`config.mk`:
```
export PLATFORM = sky130hd
export DESIGN_NAME = frow_ctrl
export DESIGN_NICKNAME = d
export VERILOG_FILES = /design/src/rtl/frow_pkg.sv /design/src/rtl/frow_latch_bank.sv /design/src/rtl/frow_unlock.sv /design/src/rtl/frow_seq.sv /design/src/rtl/frow_ctrl.sv
export SDC_FILE = /design/constraint.sdc
export NUM_CORES = 1
export LEC_CHECK = 0
export CAP_MARGIN = 20
export CORE_MARGIN = 8
export CORE_UTILIZATION = 60
export DETAILED_ROUTE_END_ITERATION = 7
export DONT_BUFFER_PORTS = 1
export MAX_ROUTING_LAYER = met4
export PLACE_DENSITY = 0.75
export SYNTH_ARGS = -nofsm -noshare
export SYNTH_HDL_FRONTEND = slang
export SYNTH_HIERARCHICAL = 1
export SYNTH_SLANG_ARGS = --single-unit
```
`constraint.sdc`:
```
create_clock -name clk -period 4.9 [get_ports clk]
set_input_delay 0.98 -clock clk [delete_from_list [all_inputs] [get_ports clk]]
set_output_delay 0.98 -clock clk [all_outputs]
set_load 0.01 [all_outputs]
```
`src/rtl/frow_pkg.sv`:
```
package frow_pkg;
  typedef enum logic [2:0] {
    SEL_PTR_LO = 3'd0,
    SEL_PTR_HI = 3'd1,
    SEL_LATCH  = 3'd2,
    SEL_CTRL   = 3'd3,
    SEL_KEY    = 3'd4,
    SEL_IE     = 3'd5,
    SEL_CLR    = 3'd6
  } reg_sel_e;

  typedef enum logic [1:0] {SQ_IDLE, SQ_WALK, SQ_WAIT} seq_st_e;
  typedef enum logic [1:0] {UK_IDLE, UK_ONE, UK_ARMED} key_st_e;

  localparam logic [1:0] MSEL_PROG = 2'b10;
  localparam int CB_ERASE = 2;
  localparam int CB_WEN   = 3;
  localparam int CB_START = 4;
endpackage

```
`src/rtl/frow_latch_bank.sv`:
```
module frow_latch_bank #(
  parameter int BLOCK = 8,
  parameter int LAT_W = $clog2(BLOCK)
) (
  input  logic             clk,
  input  logic             rst_n,
  input  logic             wr_en,
  input  logic [LAT_W-1:0] wr_idx,
  input  logic [7:0]       wr_data,
  input  logic             clr_all,
  input  logic [LAT_W-1:0] rd_idx,
  output logic [7:0]       rd_data
);
  logic [7:0] hold_q [BLOCK];

  for (genvar g = 0; g < BLOCK; g++) begin : g_lat
    always_ff @(posedge clk or negedge rst_n) begin
      if (!rst_n)                                  hold_q[g] <= 8'hFF;
      else if (clr_all)                            hold_q[g] <= 8'hFF;
      else if (wr_en && wr_idx == LAT_W'(g))       hold_q[g] <= wr_data;
    end
  end

  assign rd_data = hold_q[rd_idx];
endmodule

```
`src/rtl/frow_unlock.sv`:
```
module frow_unlock
  import frow_pkg::*;
#(
  parameter logic [7:0] KEY1 = 8'h55,
  parameter logic [7:0] KEY2 = 8'hAA
) (
  input  logic       clk,
  input  logic       rst_n,
  input  logic       acc,
  input  logic [2:0] sel,
  input  logic [7:0] data,
  output logic       armed
);
  key_st_e st_q;

  always_ff @(posedge clk or negedge rst_n) begin
    if (!rst_n) st_q <= UK_IDLE;
    else if (acc) begin
      if (sel == SEL_KEY && data == KEY1)                       st_q <= UK_ONE;
      else if (st_q == UK_ONE && sel == SEL_KEY && data == KEY2) st_q <= UK_ARMED;
      else                                                       st_q <= UK_IDLE;
    end
  end

  assign armed = (st_q == UK_ARMED);
endmodule

```
`src/rtl/frow_seq.sv`:
```
module frow_seq
  import frow_pkg::*;
#(
  parameter int ADDR_W    = 12,
  parameter int BLOCK     = 8,
  parameter int OP_CYCLES = 250000,
  parameter int LAT_W     = $clog2(BLOCK),
  parameter int ROW_W     = ADDR_W - LAT_W
) (
  input  logic              clk,
  input  logic              rst_n,
  input  logic              go,
  input  logic [ROW_W-1:0]  go_row,
  input  logic              go_erase,
  input  logic [7:0]        fl_rdata,
  input  logic [7:0]        lat_data,
  output logic [LAT_W-1:0]  lat_idx,
  output logic              fl_we,
  output logic [ADDR_W-1:0] fl_addr,
  output logic [7:0]        fl_wdata,
  output logic              busy,
  output logic              op_end,
  output logic              erase_q
);
  localparam int CNT_W = $clog2(OP_CYCLES + 1);

  seq_st_e          st_q;
  logic [ROW_W-1:0] row_q;
  logic [LAT_W-1:0] idx_q;
  logic [CNT_W-1:0] cnt_q;

  always_ff @(posedge clk or negedge rst_n) begin
    if (!rst_n) begin
      st_q    <= SQ_IDLE;
      row_q   <= '0;
      idx_q   <= '0;
      cnt_q   <= '0;
      erase_q <= 1'b0;
    end else begin
      unique case (st_q)
        SQ_IDLE: if (go) begin
          st_q    <= SQ_WALK;
          row_q   <= go_row;
          erase_q <= go_erase;
          idx_q   <= '0;
        end
        SQ_WALK: begin
          idx_q <= idx_q + 1'b1;
          if (idx_q == LAT_W'(BLOCK - 1)) begin
            st_q  <= SQ_WAIT;
            cnt_q <= '0;
          end
        end
        SQ_WAIT: begin
          cnt_q <= cnt_q + 1'b1;
          if (cnt_q == CNT_W'(OP_CYCLES - 1)) st_q <= SQ_IDLE;
        end
        default: st_q <= SQ_IDLE;
      endcase
    end
  end

  assign busy     = (st_q != SQ_IDLE);
  assign fl_we    = (st_q == SQ_WALK);
  assign lat_idx  = idx_q;
  assign fl_addr  = {row_q, idx_q};
  assign fl_wdata = erase_q ? 8'hFF : (fl_rdata & lat_data);
  assign op_end   = (st_q == SQ_WAIT) && (cnt_q == CNT_W'(OP_CYCLES - 1));
endmodule

```
`src/rtl/frow_ctrl.sv`:
```
module frow_ctrl
  import frow_pkg::*;
#(
  parameter int         ADDR_W      = 12,
  parameter int         BLOCK       = 8,
  parameter int         FLASH_BYTES = 3072,
  parameter int         PROT_BYTES  = 256,
  parameter int         OP_CYCLES   = 250000,
  parameter logic [7:0] KEY1        = 8'h55,
  parameter logic [7:0] KEY2        = 8'hAA
) (
  input  logic              clk,
  input  logic              rst_n,
  input  logic              cmd_valid,
  output logic              cmd_ready,
  input  logic [2:0]        cmd_sel,
  input  logic [7:0]        cmd_data,
  output logic              busy,
  output logic [1:0]        ctrl_msel,
  output logic              ctrl_erase,
  output logic              ctrl_wen,
  output logic              ctrl_start,
  output logic              done_flag,
  output logic              err_flag,
  output logic              irq,
  output logic              fl_we,
  output logic [ADDR_W-1:0] fl_addr,
  output logic [7:0]        fl_wdata,
  input  logic [7:0]        fl_rdata
);
  localparam int LAT_W = $clog2(BLOCK);
  localparam int ROW_W = ADDR_W - LAT_W;

  logic [ADDR_W-1:0] ptr_q;
  logic              ie_q;
  logic              acc, armed, try_start, bad, go, op_end, erase_q;
  logic [ADDR_W-1:0] base;
  logic [LAT_W-1:0]  lat_idx;
  logic [7:0]        lat_data;

  assign cmd_ready = !busy;
  assign acc       = cmd_valid && cmd_ready;
  assign base      = {ptr_q[ADDR_W-1:LAT_W], {LAT_W{1'b0}}};
  assign try_start = acc && (cmd_sel == SEL_CTRL) && cmd_data[CB_START]
                     && cmd_data[CB_WEN] && armed;
  assign bad       = (cmd_data[1:0] != MSEL_PROG) || (int'(base) < PROT_BYTES)
                     || (int'(base) >= FLASH_BYTES);
  assign go        = try_start && !bad;

  always_ff @(posedge clk or negedge rst_n) begin
    if (!rst_n) begin
      ptr_q      <= '0;
      ie_q       <= 1'b0;
      ctrl_msel  <= 2'b00;
      ctrl_erase <= 1'b0;
      ctrl_wen   <= 1'b0;
      ctrl_start <= 1'b0;
      done_flag  <= 1'b0;
      err_flag   <= 1'b0;
    end else begin
      if (acc) begin
        unique case (cmd_sel)
          SEL_PTR_LO: ptr_q[7:0]        <= cmd_data;
          SEL_PTR_HI: ptr_q[ADDR_W-1:8] <= cmd_data[ADDR_W-9:0];
          SEL_CTRL: begin
            ctrl_msel  <= cmd_data[1:0];
            ctrl_erase <= cmd_data[CB_ERASE];
            ctrl_wen   <= cmd_data[CB_WEN];
            ctrl_start <= go;
          end
          SEL_IE: ie_q <= cmd_data[0];
          SEL_CLR: begin
            if (cmd_data[0]) done_flag <= 1'b0;
            if (cmd_data[1]) err_flag  <= 1'b0;
          end
          default: ;
        endcase
      end
      if (try_start && bad) err_flag <= 1'b1;
      if (op_end) begin
        ctrl_start <= 1'b0;
        done_flag  <= 1'b1;
      end
    end
  end

  assign irq = done_flag && ie_q;

  frow_unlock #(.KEY1(KEY1), .KEY2(KEY2)) unlock_i (
    .clk(clk), .rst_n(rst_n), .acc(acc), .sel(cmd_sel), .data(cmd_data), .armed(armed)
  );

  frow_latch_bank #(.BLOCK(BLOCK)) latch_i (
    .clk(clk), .rst_n(rst_n),
    .wr_en(acc && cmd_sel == SEL_LATCH), .wr_idx(ptr_q[LAT_W-1:0]), .wr_data(cmd_data),
    .clr_all(op_end && !erase_q), .rd_idx(lat_idx), .rd_data(lat_data)
  );

  frow_seq #(.ADDR_W(ADDR_W), .BLOCK(BLOCK), .OP_CYCLES(OP_CYCLES)) seq_i (
    .clk(clk), .rst_n(rst_n), .go(go), .go_row(ptr_q[ADDR_W-1:LAT_W]),
    .go_erase(cmd_data[CB_ERASE]), .fl_rdata(fl_rdata), .lat_data(lat_data),
    .lat_idx(lat_idx), .fl_we(fl_we), .fl_addr(fl_addr), .fl_wdata(fl_wdata),
    .busy(busy), .op_end(op_end), .erase_q(erase_q)
  );
endmodule

```
# Yosys cells after proc, flatten, opt, wreduce, memory -nomap -nowiden
# Index checks and enable logic that the tools add are counted.
[op_classes]
order_cmp = 3
div_mod_pow = 0
n_eq_ne = 25
bitwise = 2
n_shift = 0
n_mux = 41
reduce_logical = 59
multipliers = 0
n_addsub = 2
[ops]
columns = ["op", "count"]
rows = [
  ["8-bit 2-to-1 mux", 19],
  ["18-bit case mux with 2 select lines", 1],
  ["2-bit nonzero test", 18],
  ["8-bit binary-select mux with 3-bit select", 1],
  ["3-bit equality test (second input constant)", 8],
  ["1-bit logical AND", 22],
  ["18-bit by 1-bit adder with 18-bit output (second input constant)", 1],
  ["18-bit equality test (second input constant)", 1],
  ["18-bit 2-to-1 mux", 1],
  ["2-bit AND reduction", 8],
  ["3-bit by 2-bit equality test with 1-bit output (second input constant)", 4],
  ["12-bit >= comparator (second input constant)", 1],
  ["12-bit by 9-bit < comparator with 1-bit output (second input constant)", 1],
  ["1-bit 2-to-1 mux", 11],
  ["2-bit 2-to-1 mux", 5],
  ["3-bit AND reduction", 3],
  ["8-bit AND", 1],
  ["8-bit by 7-bit equality test with 1-bit output (second input constant)", 1],
  ["8-bit equality test (second input constant)", 1],
  ["3-bit by 1-bit equality test with 1-bit output (second input constant)", 2],
  ["3-bit zero test", 2],
  ["2-bit case mux with 3 select lines", 1],
  ["3-bit case mux with 2 select lines", 1],
  ["2-bit by 1-bit equality test with 1-bit output (second input constant)", 2],
  ["other kinds (10)", 16],
]
[word_totals]
memories = 0
elab_cells = 155
ramBits = 0
mem_bits_ro = 0
output_inout_bits = 31
latchBits = 0
register_bits = 119
in_bits = 22

# Logic depth before layout (Yosys ltp)
[logic_depth]
depth_word = 11
depth_mapped = 9
mapped_depth_nobuf = 7

# By module
# Netlist, hierarchy kept.
[modules_own_cells]
columns = ["module", "area_per_inst_um2", "cells_each", "seq_area_each_um2", "n_inst"]
rows = [
  ["frow_latch_bank", 3439.5, 259, 1681.6, 1],
  ["frow_seq", 1724.2, 173, 825.8, 1],
  ["frow_ctrl", 899.6, 66, 500.5, 1],
  ["frow_unlock", 147.6, 15, 50.0, 1],
]

# Worst setup path before layout
# Ideal clock, no wire load.
[synth_path]
path_type = "register -> output"
from = "register seq_i.idx_q[0], in the netlist seq_i/lat_idx[0]"
to = "output fl_wdata[3]"
path_stages_with_launch = 7
path_buffers = 3
required_ns = 3.920
arrival_time_ns = 1.780
slack_ns = 2.140
path_cell_list = "dfrtp_1 -> buf_4 -> buf_6 -> buf_12 -> mux4_1 -> mux2_2 -> a21o_1"
[synth_via]
elab_chain_len = 6
[synth_lines]
columns = ["item", "line_no", "rtl"]
rows = [
  ["from (decl)", "frow_seq.sv:29", "logic [LAT_W-1:0] idx_q;"],
  ["from (signal assigned)", "frow_seq.sv:48", "idx_q <= idx_q + 1'b1;"],
  ["3-bit NOT with 4-bit output (not written as such)", "frow_latch_bank.sv:24", "assign rd_data = hold_q[rd_idx];"],
  ["8-bit binary-select mux with 3-bit select", "frow_latch_bank.sv:24", ""],
  ["8-bit 2-to-1 mux (not written as such) (2 in series)", "frow_latch_bank.sv:24", ""],
  ["via lat_data[3]", "frow_ctrl.sv:39", "logic [7:0] lat_data;"],
  ["8-bit AND", "frow_seq.sv:67", "assign fl_wdata = erase_q ? 8'hFF : (fl_rdata & lat_data);"],
  ["8-bit 2-to-1 mux", "frow_seq.sv:67", ""],
  ["to (decl)", "frow_ctrl.sv:28", "output logic [7:0] fl_wdata,"],
]
# The timed path passes the listed nets, and every way through them passes these cells. The select of a mux whose other input is x is not followed.

# Worst setup path in the final report
[layout_path]
from = "register seq_i.idx_q[0], in the netlist seq_i/lat_idx[0]"
to = "output fl_wdata[5]"
# Same word-level chain as after synthesis.

==> metrics.txt <==
status complete, no violations; critical path launch point type register; crit-path max cell delay 1.08 ns; clock sink total 119; total die area 0.0139 mm^2; met2 usage 32.9%; setup violators final 0; post-synth top area share 27.1%; Initial Util 61.0%; first-pass GRT wire length 22700 um; post-layout net count 519; Die Ht 118 um; post-detailed-route count of antenna-violating nets 0; Critical path buffers and inverters 0; arrival time worst endpoint 2.79 ns; htree depth 4; Final Hold Viols 0; Synth top cells by count 64 x a211o_1, 64 x dfstp_2, 55 x dfrtp_1; fin. max-slew vios 0; Syn Nets 538; synth top area cells dfstp_2 27%, dfrtp_1 22%, a211o_1 9.0%; Via density 6.51; Synth async-reset ratio 100%; Syn-to-layout area delta 9.61%; largest net degree at the start of global routing 120; Seq cells post-synth 119; Fmax achieved 0.266 GHz; Layout Skew 0.0103 ns; Hold Crit Class in -> async; DP HPWL 8590 um; Hold Buf Count CTS 0; Max-Cap Viols 0; mapped cell area 0.00621 mm^2; CTS resizes 0; Core Area 0.0102 mm^2; PwrDens 342 mW/mm^2; met1 usage 26.6%; vias post-DR 4183; wire length per cell 21.6 um; final setup TNS 0 ns; # DRC 0; Final Cell Area 0.00681 mm^2; Lkg Pwr 0.00343 uW; Worst Path Max Fanout 20; minimum clock period after layout 3.77 ns; Pre-antenna DRT Iters 5; CP top delay family flip-flops; area post-placement 0.00616 mm^2; initial antenna violation count 0; kind of critical path reg -> out; Post-synth EDFFs 0; complex-gate fraction of the synthesized area 15.0%; GRT overflow 0; Synth cell types 58; Synth Area in Adders 0.604%; Routed WL 13900 um; clock tree buffer depth 2; grt peak-use layer met2; root buf cell clkbuf_8; met3 GRT Util 5.47%; CP max-delay cell dfrtp_1; Slew HR 25.2%; fin util 66.8%; RSZ-0062 raised after global routing no; Top FF cell, synth dfstp_2; CP Capture Type output pin; Worst-path clk slew 0.06 ns; Tightest Pin Transition 1.12 ns; Die X 118 um; maximum vdd drop 292 uV; CTS tree done; mux cell area share after synthesis 13.2%; Avg Cell Area, Syn 12.1 um^2; clk_lat worst skew 0.54 ns; routability cong. 0.805; Cells after Synth 513; vias in the first global route 4112; main combinational cell family by area after synthesis simple AND/OR/NAND/NOR gates; simple-gate portion of the synthesized area 17.6%; Ports 53; Tot Pwr 2330 uW; Yosys warnings 6; antenna cells 0; filler cell count 737; Total GRT Usage 21.4%; area of the multi-input gates 0.00289 mm^2; Cell Chain, Critical Path mux4_1 -> mux2_2 -> a21o_1; total CTS buffers 17; Synth Area in XOR/XNOR 0%; Site Rows 37; layout cells sized above 1 30.2%; DRT iter0 DRCs 379; setup bufs post-CTS 0; FF+latch area 0.00306 mm^2; post-synthesis sequential area ratio 49.2%; crit share post-route 76.9%; IO Port Bufs 0; post-synth top area cell dfstp_2; Worst EP required 3.92 ns
worst register-to-register path: stages, from the launching register on:
cell and delay [ns]:
dfrtp_1 0.42, or2_2 0.41, nor2b_1 0.40, nand2_1 0.09
nor2_1 0.47, nor4b_4 0.81, nor2b_1 0.14, a211o_1 0.31
cell type report:
class | count | share of cell area [%]
clock buffers | 17 | 6.08
clock inverters | 15 | 3.14
inverters | 6 | 0.331
multi-input cells | 347 | 42.5
flip-flops and latches | 119 | 44.9
well taps | 136 | 2.50
repair buffers | 3 | 0.515
cells in the final DEF (no fill, tap or decap), types with 5 or more instances in the layout:
master	netlist	routed
mux4_2	6	6
o211ai_1	5	5
a211o_1	64	64
o21ai_0	17	17
mux2_2	27	27
nand4_1	8	8
inv_6	0	6
a21o_1	9	9
and2_1	36	36
nand2_1	28	28
nand3_1	14	14
or4_1	6	6
mux2_4	8	8
clkbuf_16	0	16
inv_1	5	5
mux4_1	10	10
dfstp_2	64	64
dfrtp_1	55	55
nor2b_1	36	35
nor2_1	8	8
stage by stage:
stage	hold slack, ns	std cells	setup WS, ns
after global placement	0.471	610	1.72
after detailed placement	0.489	610	1.68
final	0.139	643	1.13
after floorplan	0.463	513	2.14
after CTS	0.123	642	1.11
after global routing	0.115	643	1.04
cells by family (layout without fill, tap and decap cells):
kind of cell    count (synthesis)  count (layout)
flops                         119             119
simple gates                  174             174
compound gates                119             119
mux                            51              51
fa+ha+maj                       3               3
buf+inv                        47              41
report_power, final:
group,switching (uW),leakage [uW],internal (uW)
clock,478,0.000301,837
sequential,4.24,0.00141,992
combinational,4.83,0.00172,11.0
total,487,0.00343,1840
layer usage:
layer / wire length [um] / vias up
li1: - / 1887
met1: 6240 / 2173
met2: 6830 / 106
met3: 611 / 17
met4: 240 / 0
met5: 0 / -
sequential cells by signal, summed over array words and instances (netlist names), 2 cells and up:
signal / count
ctrl_msel: 2
latch_i/hold_q: 64
ptr_q: 12
seq_i/cnt_q: 18
seq_i/lat_idx: 3
seq_i/row_q: 9
seq_i/st_q: 2
unlock_i/st_q: 2
final timing paths:
kind / depth (start not counted) / end / slack [ns] / startpoint
max: 3 / fl_wdata[5] / 1.13 / seq_i/lat_idx[0]
min: 0 / seq_i/cnt_q[5] / 0.14 / rst_n
max reg2reg: 7 / latch_i/hold_q[61] / 1.78 / seq_i/st_q[1]
min reg2reg: 1 / ie_q / 0.50 / ie_q
max in group asynchronous: 0 / latch_i/hold_q[12] / 4.51 / rst_n
min in group clk: 1 / ie_q / 0.50 / ie_q
No activity file was read; power rests on OpenSTA's default activity.
